[src/rtl/bpt_monitor.sv]
`timescale 1ns/1ps
module bpt_monitor #(
  parameter int CLK_HZ     = 50_000_000,
  parameter int OVERLAP_MS = 1000,
  parameter int LOSS_MS    = 100,
  parameter int SETTLE     = 16
) (
  input  logic       clk,
  input  logic       rst_n,
  input  logic       hard_brake,
  input  logic       throttle_open,
  input  logic       brake_present,
  input  logic       throttle_present,
  output logic       shutdown_en,
  output logic [1:0] trip_cause
);
  localparam int OVL_LIM  = CLK_HZ / 1000 * OVERLAP_MS;
  localparam int LOSS_LIM = CLK_HZ / 1000 * LOSS_MS;
  localparam int OW = $clog2(OVL_LIM + 1);
  localparam int LW = $clog2(LOSS_LIM + 1);
  localparam int SW = $clog2(SETTLE);

  logic [3:0] sync1, sync2;
  logic [OW-1:0] ovl_cnt;
  logic [LW-1:0] bl_cnt, tl_cnt;
  logic [SW-1:0] settle_cnt;
  logic tripped, ready;

  always_ff @(posedge clk or negedge rst_n)
    if (!rst_n) begin
      sync1 <= '0;
      sync2 <= '0;
    end else begin
      sync1 <= {throttle_present, brake_present, throttle_open, hard_brake};
      sync2 <= sync1;
    end

  wire ovl_cond = sync2[0] & sync2[1];
  wire bl_cond  = ~sync2[2];
  wire tl_cond  = ~sync2[3];
  wire any_cond = ovl_cond | bl_cond | tl_cond;

  wire ovl_hit = ovl_cond && (ovl_cnt == OW'(OVL_LIM));
  wire bl_hit  = bl_cond  && (bl_cnt  == LW'(LOSS_LIM));
  wire tl_hit  = tl_cond  && (tl_cnt  == LW'(LOSS_LIM));

  always_ff @(posedge clk or negedge rst_n)
    if (!rst_n) begin
      ovl_cnt <= '0;
      bl_cnt  <= '0;
      tl_cnt  <= '0;
    end else begin
      if (!ovl_cond) ovl_cnt <= '0;
      else if (!ovl_hit) ovl_cnt <= ovl_cnt + 1'b1;
      if (!bl_cond) bl_cnt <= '0;
      else if (!bl_hit) bl_cnt <= bl_cnt + 1'b1;
      if (!tl_cond) tl_cnt <= '0;
      else if (!tl_hit) tl_cnt <= tl_cnt + 1'b1;
    end

  always_ff @(posedge clk or negedge rst_n)
    if (!rst_n) begin
      tripped    <= 1'b0;
      trip_cause <= 2'd3;
    end else if (!tripped && (ovl_hit || bl_hit || tl_hit)) begin
      tripped    <= 1'b1;
      trip_cause <= ovl_hit ? 2'd0 : (bl_hit ? 2'd1 : 2'd2);
    end

  wire settle_done = (settle_cnt == SW'(SETTLE - 1));

  always_ff @(posedge clk or negedge rst_n)
    if (!rst_n) begin
      settle_cnt <= '0;
      ready      <= 1'b0;
    end else begin
      if (!settle_done) settle_cnt <= settle_cnt + 1'b1;
      if (settle_done && !any_cond) ready <= 1'b1;
    end

  assign shutdown_en = ready & ~tripped;
endmodule


[config.mk]
export PLATFORM = sky130hd
export DESIGN_NAME = bpt_monitor
export DESIGN_NICKNAME = d
export VERILOG_FILES = /design/src/rtl/bpt_monitor.sv
export SDC_FILE = /design/constraint.sdc
export NUM_CORES = 1
export LEC_CHECK = 0
export ABC_AREA = 1
export BUFFER_PORTS_ARGS = -buffer_cell sky130_fd_sc_hd__buf_4
export CORE_MARGIN = 5
export CORE_UTILIZATION = 63
export DETAILED_ROUTE_END_ITERATION = 12
export PLACE_DENSITY = 0.8
export SLEW_MARGIN = 20
export SYNTH_ARGS = -nofsm -noshare
export SYNTH_HDL_FRONTEND = slang
export SYNTH_SLANG_ARGS = --single-unit
[constraint.sdc]
create_clock -name clk -period 2.2 [get_ports clk]
set_clock_uncertainty 0.1 [all_clocks]
set_input_delay 0.66 -clock clk [delete_from_list [all_inputs] [get_ports clk]]
set_output_delay 0.66 -clock clk [all_outputs]
set_load 0.01 [all_outputs]
Word-level counts from Yosys, hierarchy flattened
Index checks and enable logic that the tools add are counted.
- bits of input ports: 6
- output and inout port bits: 3
- logic and storage cells: 44
- bits in registers: 88
- add/sub/neg operators: 4
- reduce and logical (&&, ||, !) cells: 9
- bitwise gates (word level): 7
- equal/unequal tests: 7
- mux-type cells: 8
- operators by type and width (operator ; number):
    23-bit two-way mux ; 4
    26-bit two-way mux ; 2
    23-bit by 1-bit adder with 23-bit output (second input constant) ; 2
    23-bit == test (second input constant) ; 2
    26-bit by 1-bit adder with 26-bit output (second input constant) ; 1
    26-bit == test (second input constant) ; 1
    2-bit inequality test (second input constant) ; 3
    1-bit logical AND ; 5
    4-bit by 1-bit adder with 4-bit output (second input constant) ; 1
    4-bit == test (second input constant) ; 1
    2-bit two-way mux ; 2
    1-bit NOT ; 3
    1-bit AND ; 2
    1-bit zero test ; 2
    1-bit logical OR ; 2
    1-bit OR ; 2

Longest topological paths before layout
Gate-level depths: netlist of run 1.
- depth after elaboration: 5
- mapped depth: 11
- depth with buffers taken out: 11

Least setup slack after synthesis of run 1
OpenSTA, ideal clock, no wires.
- kind: reg2reg
- start point: reg tl_cnt[0]
- end point: reg tl_cnt[22]
- slack: 0.637 ns
- arrival time: 1.346 ns
- library setup time: 0.117 ns
- data required time: 1.983 ns
- cell stages (with the launch flop): 10
- path buffers: 0
- period minus slack after synthesis: 1.563 ns
- cells stage by stage: dfrtp_1 ha_1 nand3_4 nor2_4 nand2_4 or2_4 nor2_4 nand2_1 nand2_1 nor2_1
- longest elaborated chain between the ends: 3
- elaborated cells on any way between the ends: 6
- classes of those cells: add/sub: 1; eq/ne: 2; mux: 2; reduce/logical: 1
- RTL lines (what ; RTL line ; text):
    start: declaration ; 25 ; logic [LW-1:0] bl_cnt, tl_cnt;
    start signal: assignment ; 58 ; else if (!tl_hit) tl_cnt <= tl_cnt + 1'b1;
    23-bit by 1-bit adder with 23-bit output / 23-bit == test (equally long branches) ; 58, 45 ;
    23-bit two-way mux / 1-bit logical AND (equally long branches) ; 58, 45 ;
    23-bit two-way mux / 2-bit inequality test (equally long branches) ; - ;
Several ways; a longest one is shown, not always the timed one. The select of a mux whose other input is x is not followed.
A chain may end at the register's enable or synchronous reset.

Worst setup path after layout of run 1
- start point: reg bl_cnt[0]
- end point: reg bl_cnt[22]
- longest elaborated chain between the ends: 3
- elaborated cells on any way between the ends: 6
- classes of those cells: add/sub: 1; eq/ne: 2; mux: 2; reduce/logical: 1
- RTL lines (what ; RTL line ; text):
    start: declaration ; 25 ;
    start signal: assignment ; 56 ; else if (!bl_hit) bl_cnt <= bl_cnt + 1'b1;
    23-bit by 1-bit adder with 23-bit output / 23-bit == test (equally long branches) ; 56, 44 ;
    23-bit two-way mux / 1-bit logical AND (equally long branches) ; 56, 44 ;
    23-bit two-way mux / 2-bit inequality test (equally long branches) ; - ;
Several ways; a longest one is shown, not always the timed one. The select of a mux whose other input is x is not followed.

==> results.ini, run 1 <==
[run_status]
status = finished clean

[timing]
fin_ws_ns = 0.273
final.period_utilization_pct = 87.6
fin_tns_setup_ns = 0
fmax_ghz = 0.519
setup_viol_count_final = 0
hold_viol = 0
slew_headroom_pct = 69.4
tightest_slew_ns = 0.458
grt_setup_unrepaired = false
final-max-slew-violation-count = 0
finalCriticalPeriod_ns = 1.93

[synth]
synth_warnings = 0
syn-num-nets = 616
async_flop_share_pct = 100
syn_area_sq_um = 4710
synth-seq-cells = 88
synth_cells = 603
yosysUniqueCellTypes = 37
synth_ff_type = dfrtp_1
synth_edf_count = 0
yosysSeqAreaShare_pct = 46.8
synth_area_per_cell_sq_um = 7.82

[power_and_ir_drop]
p_per_area_nw_per_um2 = 595
p_int_uw = 2390
power_frac_clock_pct = 42.1
power_frac_seq_pct = 53.7
switching_share_pct = 22.4
p_sw_uw = 689
combPwrFrac_pct = 4.2
peakVddDrop_mv = 0.454
cellLeakagePower_uw = 0.00225

[setup_path]
r2r-end = bl_cnt[22]
cp_slowest_cell = nor3_1
crit_fanout = 4
crit_path_max_incr_delay_ns = 0.45
timing.rr.start = bl_cnt[0]
worstSetupPathType = register to register
cpMostUsedCell = nand3_1
path_cells = ha_1, nand3_1, nor3_1, nand3_1, o21ai_0, a21oi_1
critPathArrivalTime_ns = 2.07
r2r_setup_slack_ns = 0.27
endpoint_kind = register
rr_worst_depth = 6
required_ns = 2.35
start_kind = register

[cts]
cts_buffers = 9
cts_buffer_depth = 2
cts_hold_buf = 0
clock-sinks = 88
root_buffer = clkbuf_8
cts-resized-gates = 0
cts_tree = built
htreeDepth = 3
clk_latency_ns = 0.36
cts.clk_slew.worst_paths_ns = 0.09
cts_setup_buffers = 0

[place]
gp_congestion = 0.940
io_buffers = 8
place_inst = 710
dp_slack_ns = 0.367
dp_hpwl_mm = 7.54

[finish]
layout_common_cells = nand2_1, nor2_1, dfrtp_1, inv_1, o21ai_0
final_layout_size_suffix_gt1_share_pct = 10.0
diodes = 0
areaGrowthSynthToFinish_pct = 9.66
n_fill_cell = 580
finalNetCount = 635
fin_cells = 726
final_common_cell = nand2_1
finish.utilization_pct = 71.3

[drt]
drc = 0
first_iter_violations = 198
vias_per_cell = 5.71
ant_nets = 0
routedWlPerCell_um = 14.2
num_vias = 4147
drtPass1Iterations = 6
totalWireLength_mm = 10.3

[floorplan]
die_area_sq_um = 9310
io_pins = 9
fp.dieW_um = 96.5
die_h_um = 96.5
initial_core_util_pct = 65.0
core_sq_um = 7250
row_count = 31

[grt]
grt_pass1_wl_mm = 17.9
grt_usage_pct = 24.4
grt_overflow_total = 0
antenna_found_initial = 0
grt_max_degree = 44
grt_pass1_vias = 4006

[worst_hold_path]
hp-class = input pin to async pin

[job]
maxCapViolCount = 0

==> flip-flops by register name (all words and copies together), names as in the netlist <==
name and count:
trip_cause 2, ready 1, bl_cnt 23, ovl_cnt 26, tl_cnt 23, sync1 4
tripped 1, sync2 4, settle_cnt 4
==> worst max path at each step <==
stage | startpoint | endpoint | slack [ns]
after detailed placement | bl_cnt[0] | bl_cnt[22] | 0.37
after floorplan | tl_cnt[0] | tl_cnt[22] | 0.64
after CTS | bl_cnt[0] | bl_cnt[22] | 0.35
after global placement | bl_cnt[0] | bl_cnt[22] | 0.43
after global routing | bl_cnt[0] | bl_cnt[22] | 0.21
final | bl_cnt[0] | bl_cnt[22] | 0.27
==> synthesized netlist by cell type (7+ instances only) <==
library cell  count  area, sq um
a21oi_1          38          190
dfrtp_1          86         2150
nand2_1         108          405
nand4_1          20          125
nor2_4            7         78.8
o21ai_0          41          205
nor2_1          104          390
nand3_1          39          195
ha_1              7         87.6
nor3_1           21          105
inv_1            72          270
==> worst max-delay path: cells and delay by family (launching register included) <==
family	cells	cell delay, ns
AND/OR/NAND/NOR	3	0.84
flip-flops	1	0.40
AO/OA/AOI/OAI	2	0.28
adder cells (fa/ha/maj)	1	0.20
==> metrics by stage <==
stage,cell area [sq um],hold slack (ns),power (uW)
after floorplan,4710,0.231,1740
after global placement,4930,0.232,1810
after detailed placement,4930,0.235,1810
after CTS,5170,0.0655,3100
after global routing,5170,0.0701,3200
final,5170,0.0654,3070
==> metal layers <==
layer	routed length, um	track usage (%)
met5	0	0
met4	214	8.76
met3	452	4.42
met2	5110	41.4
met1	4530	31.5
==> power groups by stage <==
stage          combinational, uW  sequential [uW]  clock [uW]
2_1_floorplan               60.9             1680           0
3_3_place_gp                 124             1680           0
3_5_place_dp                 130             1680           0
4_1_cts                      130             1650        1320
5_1_grt                      147             1650        1400
6_report                     128             1650        1290
==> cells by family (layout without fill, tap and decap cells) <==
| logic type | Yosys count | after routing | synth area share (%) |
|---|---|---|---|
| and+or+nand+nor | 330 | 330 | 33.4 |
| AOI/OAI and AO/OA | 88 | 88 | 9.72 |
| DFF | 88 | 88 | 46.8 |
| buffers and inverters | 81 | 105 | 6.56 |
| xor gates and xnor gates | 9 | 9 | 1.67 |
| adders and majority gates | 7 | 7 | 1.86 |
==> layout make-up <==
cell class / count / area (sq um) / share of cell area, %
clock buffer: 11 / 151 / 2.93
timing repair buffer: 15 / 125 / 2.42
inverter: 74 / 278 / 5.37
tap: 99 / 124 / 2.40
clock inverter: 5 / 86.3 / 1.67
multi-input combinational: 434 / 2200 / 42.6
sequential: 88 / 2200 / 42.7
Note: power is estimated with default switching activity, not from simulation.
==> run 2: changes to the inputs <==
MAX_ROUTING_LAYER = met4   (was default)
==> run 2 against run 1 <==
Net effect: hold slack better by 0.0029 ns; critical path type unchanged; cell count unchanged; total power about the same; non-clock buffer count unchanged; maximum frequency up 2.6%; register-to-register slack better by 0.05 ns; critical endpoint unchanged; global-route usage up 0.70 points; worst setup slack better by 0.049 ns; utilization unchanged; wire length about the same.
==> results.ini, run 2 (synthesized netlist as in run 1, its figures left out) <==
[floorplan]
core_sq_um = 7250
fp.dieW_um = 96.5
die_area_sq_um = 9310
io_pins = 9
die_h_um = 96.5
row_count = 31
initial_core_util_pct = 65.0

[setup_path]
start_kind = register
timing.rr.start = bl_cnt[0]
critPathArrivalTime_ns = 2.02
endpoint_kind = register
r2r-end = bl_cnt[22]
rr_worst_depth = 6
crit_fanout = 4
worstSetupPathType = register to register
r2r_setup_slack_ns = 0.32
required_ns = 2.34

[cts]
cts-resized-gates = 0
cts_buffer_depth = 2
clk_latency_ns = 0.35
cts_buffers = 9
cts_hold_buf = 0
root_buffer = clkbuf_8
clock-sinks = 88
htreeDepth = 3
cts_tree = built
cts.clk_slew.worst_paths_ns = 0.09
cts_setup_buffers = 0

[place]
dp_slack_ns = 0.367
gp_congestion = 0.957
dp_hpwl_mm = 7.54
io_buffers = 8

[grt]
grt_usage_pct = 25.1
grt_pass1_vias = 4004
antenna_found_initial = 0
grt_pass1_wl_mm = 17.9
grt_max_degree = 44
grt_overflow_total = 0

[finish]
multiInputGateArea_sq_um = 2200
regArea_sq_um = 2200
largestRegisters = ovl_cnt: 26 flops, bl_cnt: 23 flops, tl_cnt: 23 flops
diodes = 0
areaGrowthSynthToFinish_pct = 9.66
layout_common_cells = nand2_1, nor2_1, dfrtp_1, inv_1, o21ai_0
n_fill_cell = 580
final_common_cell = nand2_1
final_layout_size_suffix_gt1_share_pct = 10.0
finalNetCount = 635
regMostFlops = ovl_cnt
largest_reg_flops = 26

[timing]
hold_viol = 0
fin_ws_ns = 0.322
setup_viol_count_final = 0
final-max-slew-violation-count = 0
final.period_utilization_pct = 85.4
fmax_ghz = 0.532
tightest_slew_ns = 0.471
slew_headroom_pct = 68.6
grt_setup_unrepaired = false
holdWs_ns = 0.0683
finalCriticalPeriod_ns = 1.88
fin_tns_setup_ns = 0

[drt]
dr.max_layer_used = met4
wl_met1_mm = 4.46
drc = 0
num_vias = 4138
vias_per_cell = 5.70
ant_nets = 0
routed-wl-met2_mm = 5.12
wl_met3_um = 503
drtPass1Iterations = 5
first_iter_violations = 205
totalWireLength_mm = 10.3
routedWlPerCell_um = 14.2

[job]
maxCapViolCount = 0

[power_and_ir_drop]
power_uw = 3080
p_per_area_nw_per_um2 = 595
cellLeakagePower_uw = 0.00225
peakVddDrop_mv = 0.455

[worst_hold_path]
hp-class = input pin to async pin

[run_status]
status = finished clean

==> run 2: report_power, final <==
part / internal [uW] / leakage (uW) / switching, uW
Sequential: 1630 / 0.00117 / 17.6
Clock: 710 / 0.000120 / 586
Combinational: 41.0 / 0.000959 / 86.5
==> run 2: worst max path at each step <==
stage / from / endpoint / depth (start not counted)
after floorplan: tl_cnt[0] / tl_cnt[22] / 9
after global placement: bl_cnt[0] / bl_cnt[22] / 6
after detailed placement: bl_cnt[0] / bl_cnt[22] / 6
after CTS: bl_cnt[0] / bl_cnt[22] / 6
after global routing: bl_cnt[0] / bl_cnt[22] / 6
final: bl_cnt[0] / bl_cnt[22] / 6
==> run 2: per-layer routing <==
| metal | global-route usage, % | up-vias |
|---|---|---|
| li1 | - | 2012 |
| met3 | 4.42 | 23 |
| met1 | 31.5 | 1973 |
| met2 | 41.4 | 130 |
| met5 | - | - |
| met4 | 8.76 | 0 |
==> run 2: worst max-delay path, stage by stage, from the launching register on <==
cell and delay, ns:
dfrtp_1 0.40, ha_1 0.20, nand3_1 0.22, nor3_1 0.41
nand3_1 0.17, o21ai_0 0.21, a21oi_1 0.06
==> run 2: stage by stage <==
step                      util, %  instance area [sq um]  std cells
after floorplan                 -                   4710        603
after global placement       68.0                   4930        710
after detailed placement     68.0                   4930        710
after CTS                    71.3                   5170        726
after global routing         71.3                   5170        726
final                        71.3                   5170        726
==> run 2: final cells by class <==
| class | instances | share of cell area (%) |
|---|---|---|
| clock buffer | 11 | 2.93 |
| clock inverter | 5 | 1.67 |
| inverter | 74 | 5.37 |
| multi-input combinational | 434 | 42.6 |
| sequential | 88 | 42.7 |
| tap | 99 | 2.40 |
| timing repair buffer | 15 | 2.42 |
==> run 3: changes to the inputs <==
PLACE_DENSITY = 0.89   (was 0.8)
==> run 3 against run 2 <==
Net effect: first-iteration DRC count up 81%; total power about the same; utilization down 0.47 points; highest routed layer unchanged.
==> results.ini, run 3 (synthesized netlist as in run 1, its figures left out) <==
[run_status]
status = finished clean

[finish]
final_layout_size_suffix_gt1_share_pct = 9.16
diodes = 0
layout_common_cells = nand2_1, nor2_1, dfrtp_1, inv_1, o21ai_0
regArea_sq_um = 2200
n_fill_cell = 548
areaGrowthSynthToFinish_pct = 8.95
final_common_cell = nand2_1
largestRegisters = ovl_cnt: 26 flops, bl_cnt: 23 flops, tl_cnt: 23 flops
regMostFlops = ovl_cnt
largest_reg_flops = 26
multiInputGateArea_sq_um = 2200
finalNetCount = 631

[timing]
tightest_slew_ns = 0.568
setup_viol_count_final = 0
slew_headroom_pct = 62.1
final-max-slew-violation-count = 0
finalCriticalPeriod_ns = 1.86
fin_tns_setup_ns = 0
grt_setup_unrepaired = false
final.period_utilization_pct = 84.4
fmax_ghz = 0.539
hold_viol = 0

[cts]
cts_tree = built
cts_buffer_depth = 2
clk_latency_ns = 0.36
cts_hold_buf = 0
cts_setup_buffers = 0
htreeDepth = 3
root_buffer = clkbuf_8
cts.clk_slew.worst_paths_ns = 0.08
cts_buffers = 9
cts-resized-gates = 0
clock-sinks = 88

[floorplan]
initial_core_util_pct = 65.0
die_area_sq_um = 9310
io_pins = 9
die_h_um = 96.5
core_sq_um = 7250
fp.dieW_um = 96.5
row_count = 31

[power_and_ir_drop]
combPwrFrac_pct = 3.9
switching_share_pct = 21.3
power_frac_seq_pct = 53.7
p_per_area_nw_per_um2 = 599
cellLeakagePower_uw = 0.00222
peakVddDrop_mv = 0.381
power_uw = 3080
p_int_uw = 2420
p_sw_uw = 657
power_frac_clock_pct = 42.4

[setup_path]
endpoint_kind = register
worstSetupPathType = register to register
crit_fanout = 20
required_ns = 2.38
r2r_setup_slack_ns = 0.34
start_kind = register
critPathArrivalTime_ns = 2.04

[drt]
totalWireLength_mm = 10.3
routedWlPerCell_um = 14.3
first_iter_violations = 372
drtPass1Iterations = 6
num_vias = 4130
drc = 0
ant_nets = 0
vias_per_cell = 5.73

[grt]
grt_overflow_total = 0
grt_max_degree = 89
antenna_found_initial = 0
grt_pass1_vias = 4104
grt_pass1_wl_mm = 17.8
grt_usage_pct = 24.9

[worst_hold_path]
hp-class = input pin to async pin

[place]
dp_hpwl_mm = 7.26
io_buffers = 8
gp_congestion = 0.993

[job]
maxCapViolCount = 0

run 3: layout make-up:
cell class | instances | share of cell area [%]
clock buffers | 10 | 2.49
clock inverters | 5 | 2.07
inverters | 74 | 5.41
multi-input cells | 434 | 42.8
flip-flops and latches | 88 | 42.9
well taps | 99 | 2.41
repair buffers | 11 | 1.85
run 3: final timing paths:
| kind | cells past startpoint | end | from |
|---|---|---|---|
| worst max-delay path | 7 | trip_cause[1] | sync2[0] |
| worst min-delay path | 2 | ovl_cnt[12] | rst_n |
| worst max register to register | 7 | trip_cause[1] | sync2[0] |
| worst min register to register | 0 | sync2[2] | sync1[2] |
| max in group asynchronous | 2 | trip_cause[1] | rst_n |
| min in group clk | 0 | sync2[2] | sync1[2] |
run 3: metal layers:
layer / global-route usage (%) / vias up / wire [um]
met4: 10.5 / 0 / 257
li1: - / 2004 / -
met1: 30.1 / 1923 / 4330
met3: 4.49 / 28 / 591
met2: 41.3 / 175 / 5100
met5: - / - / 0
run 3: power by group through the flow:
stage | Clock, uW | Combinational, uW | Sequential, uW
detailed placement | 0 | 122 | 1680
global route | 1390 | 142 | 1650
CTS | 1330 | 123 | 1650
finish | 1300 | 121 | 1650
floorplan | 0 | 60.9 | 1680
global placement | 0 | 116 | 1680
run 3: worst max-delay path, cell delays in order, from the launching register on:
cell and delay [ns]:
dfrtp_1 0.34, nand2_1 0.22, inv_1 0.51, nand3_2 0.26
nand3_1 0.13, nand2_1 0.10, nand2_1 0.08, nand2_1 0.05
run 3: through the flow:
step,util (%),setup WS (ns),hold slack (ns),cells,instance area (sq um)
global route,70.8,0.169,0.255,721,5130
floorplan,-,0.637,0.231,603,4710
detailed placement,67.6,0.390,0.238,706,4900
global placement,67.6,0.522,0.233,706,4900
CTS,70.8,0.362,0.249,721,5130
finish,70.8,0.343,0.206,721,5130
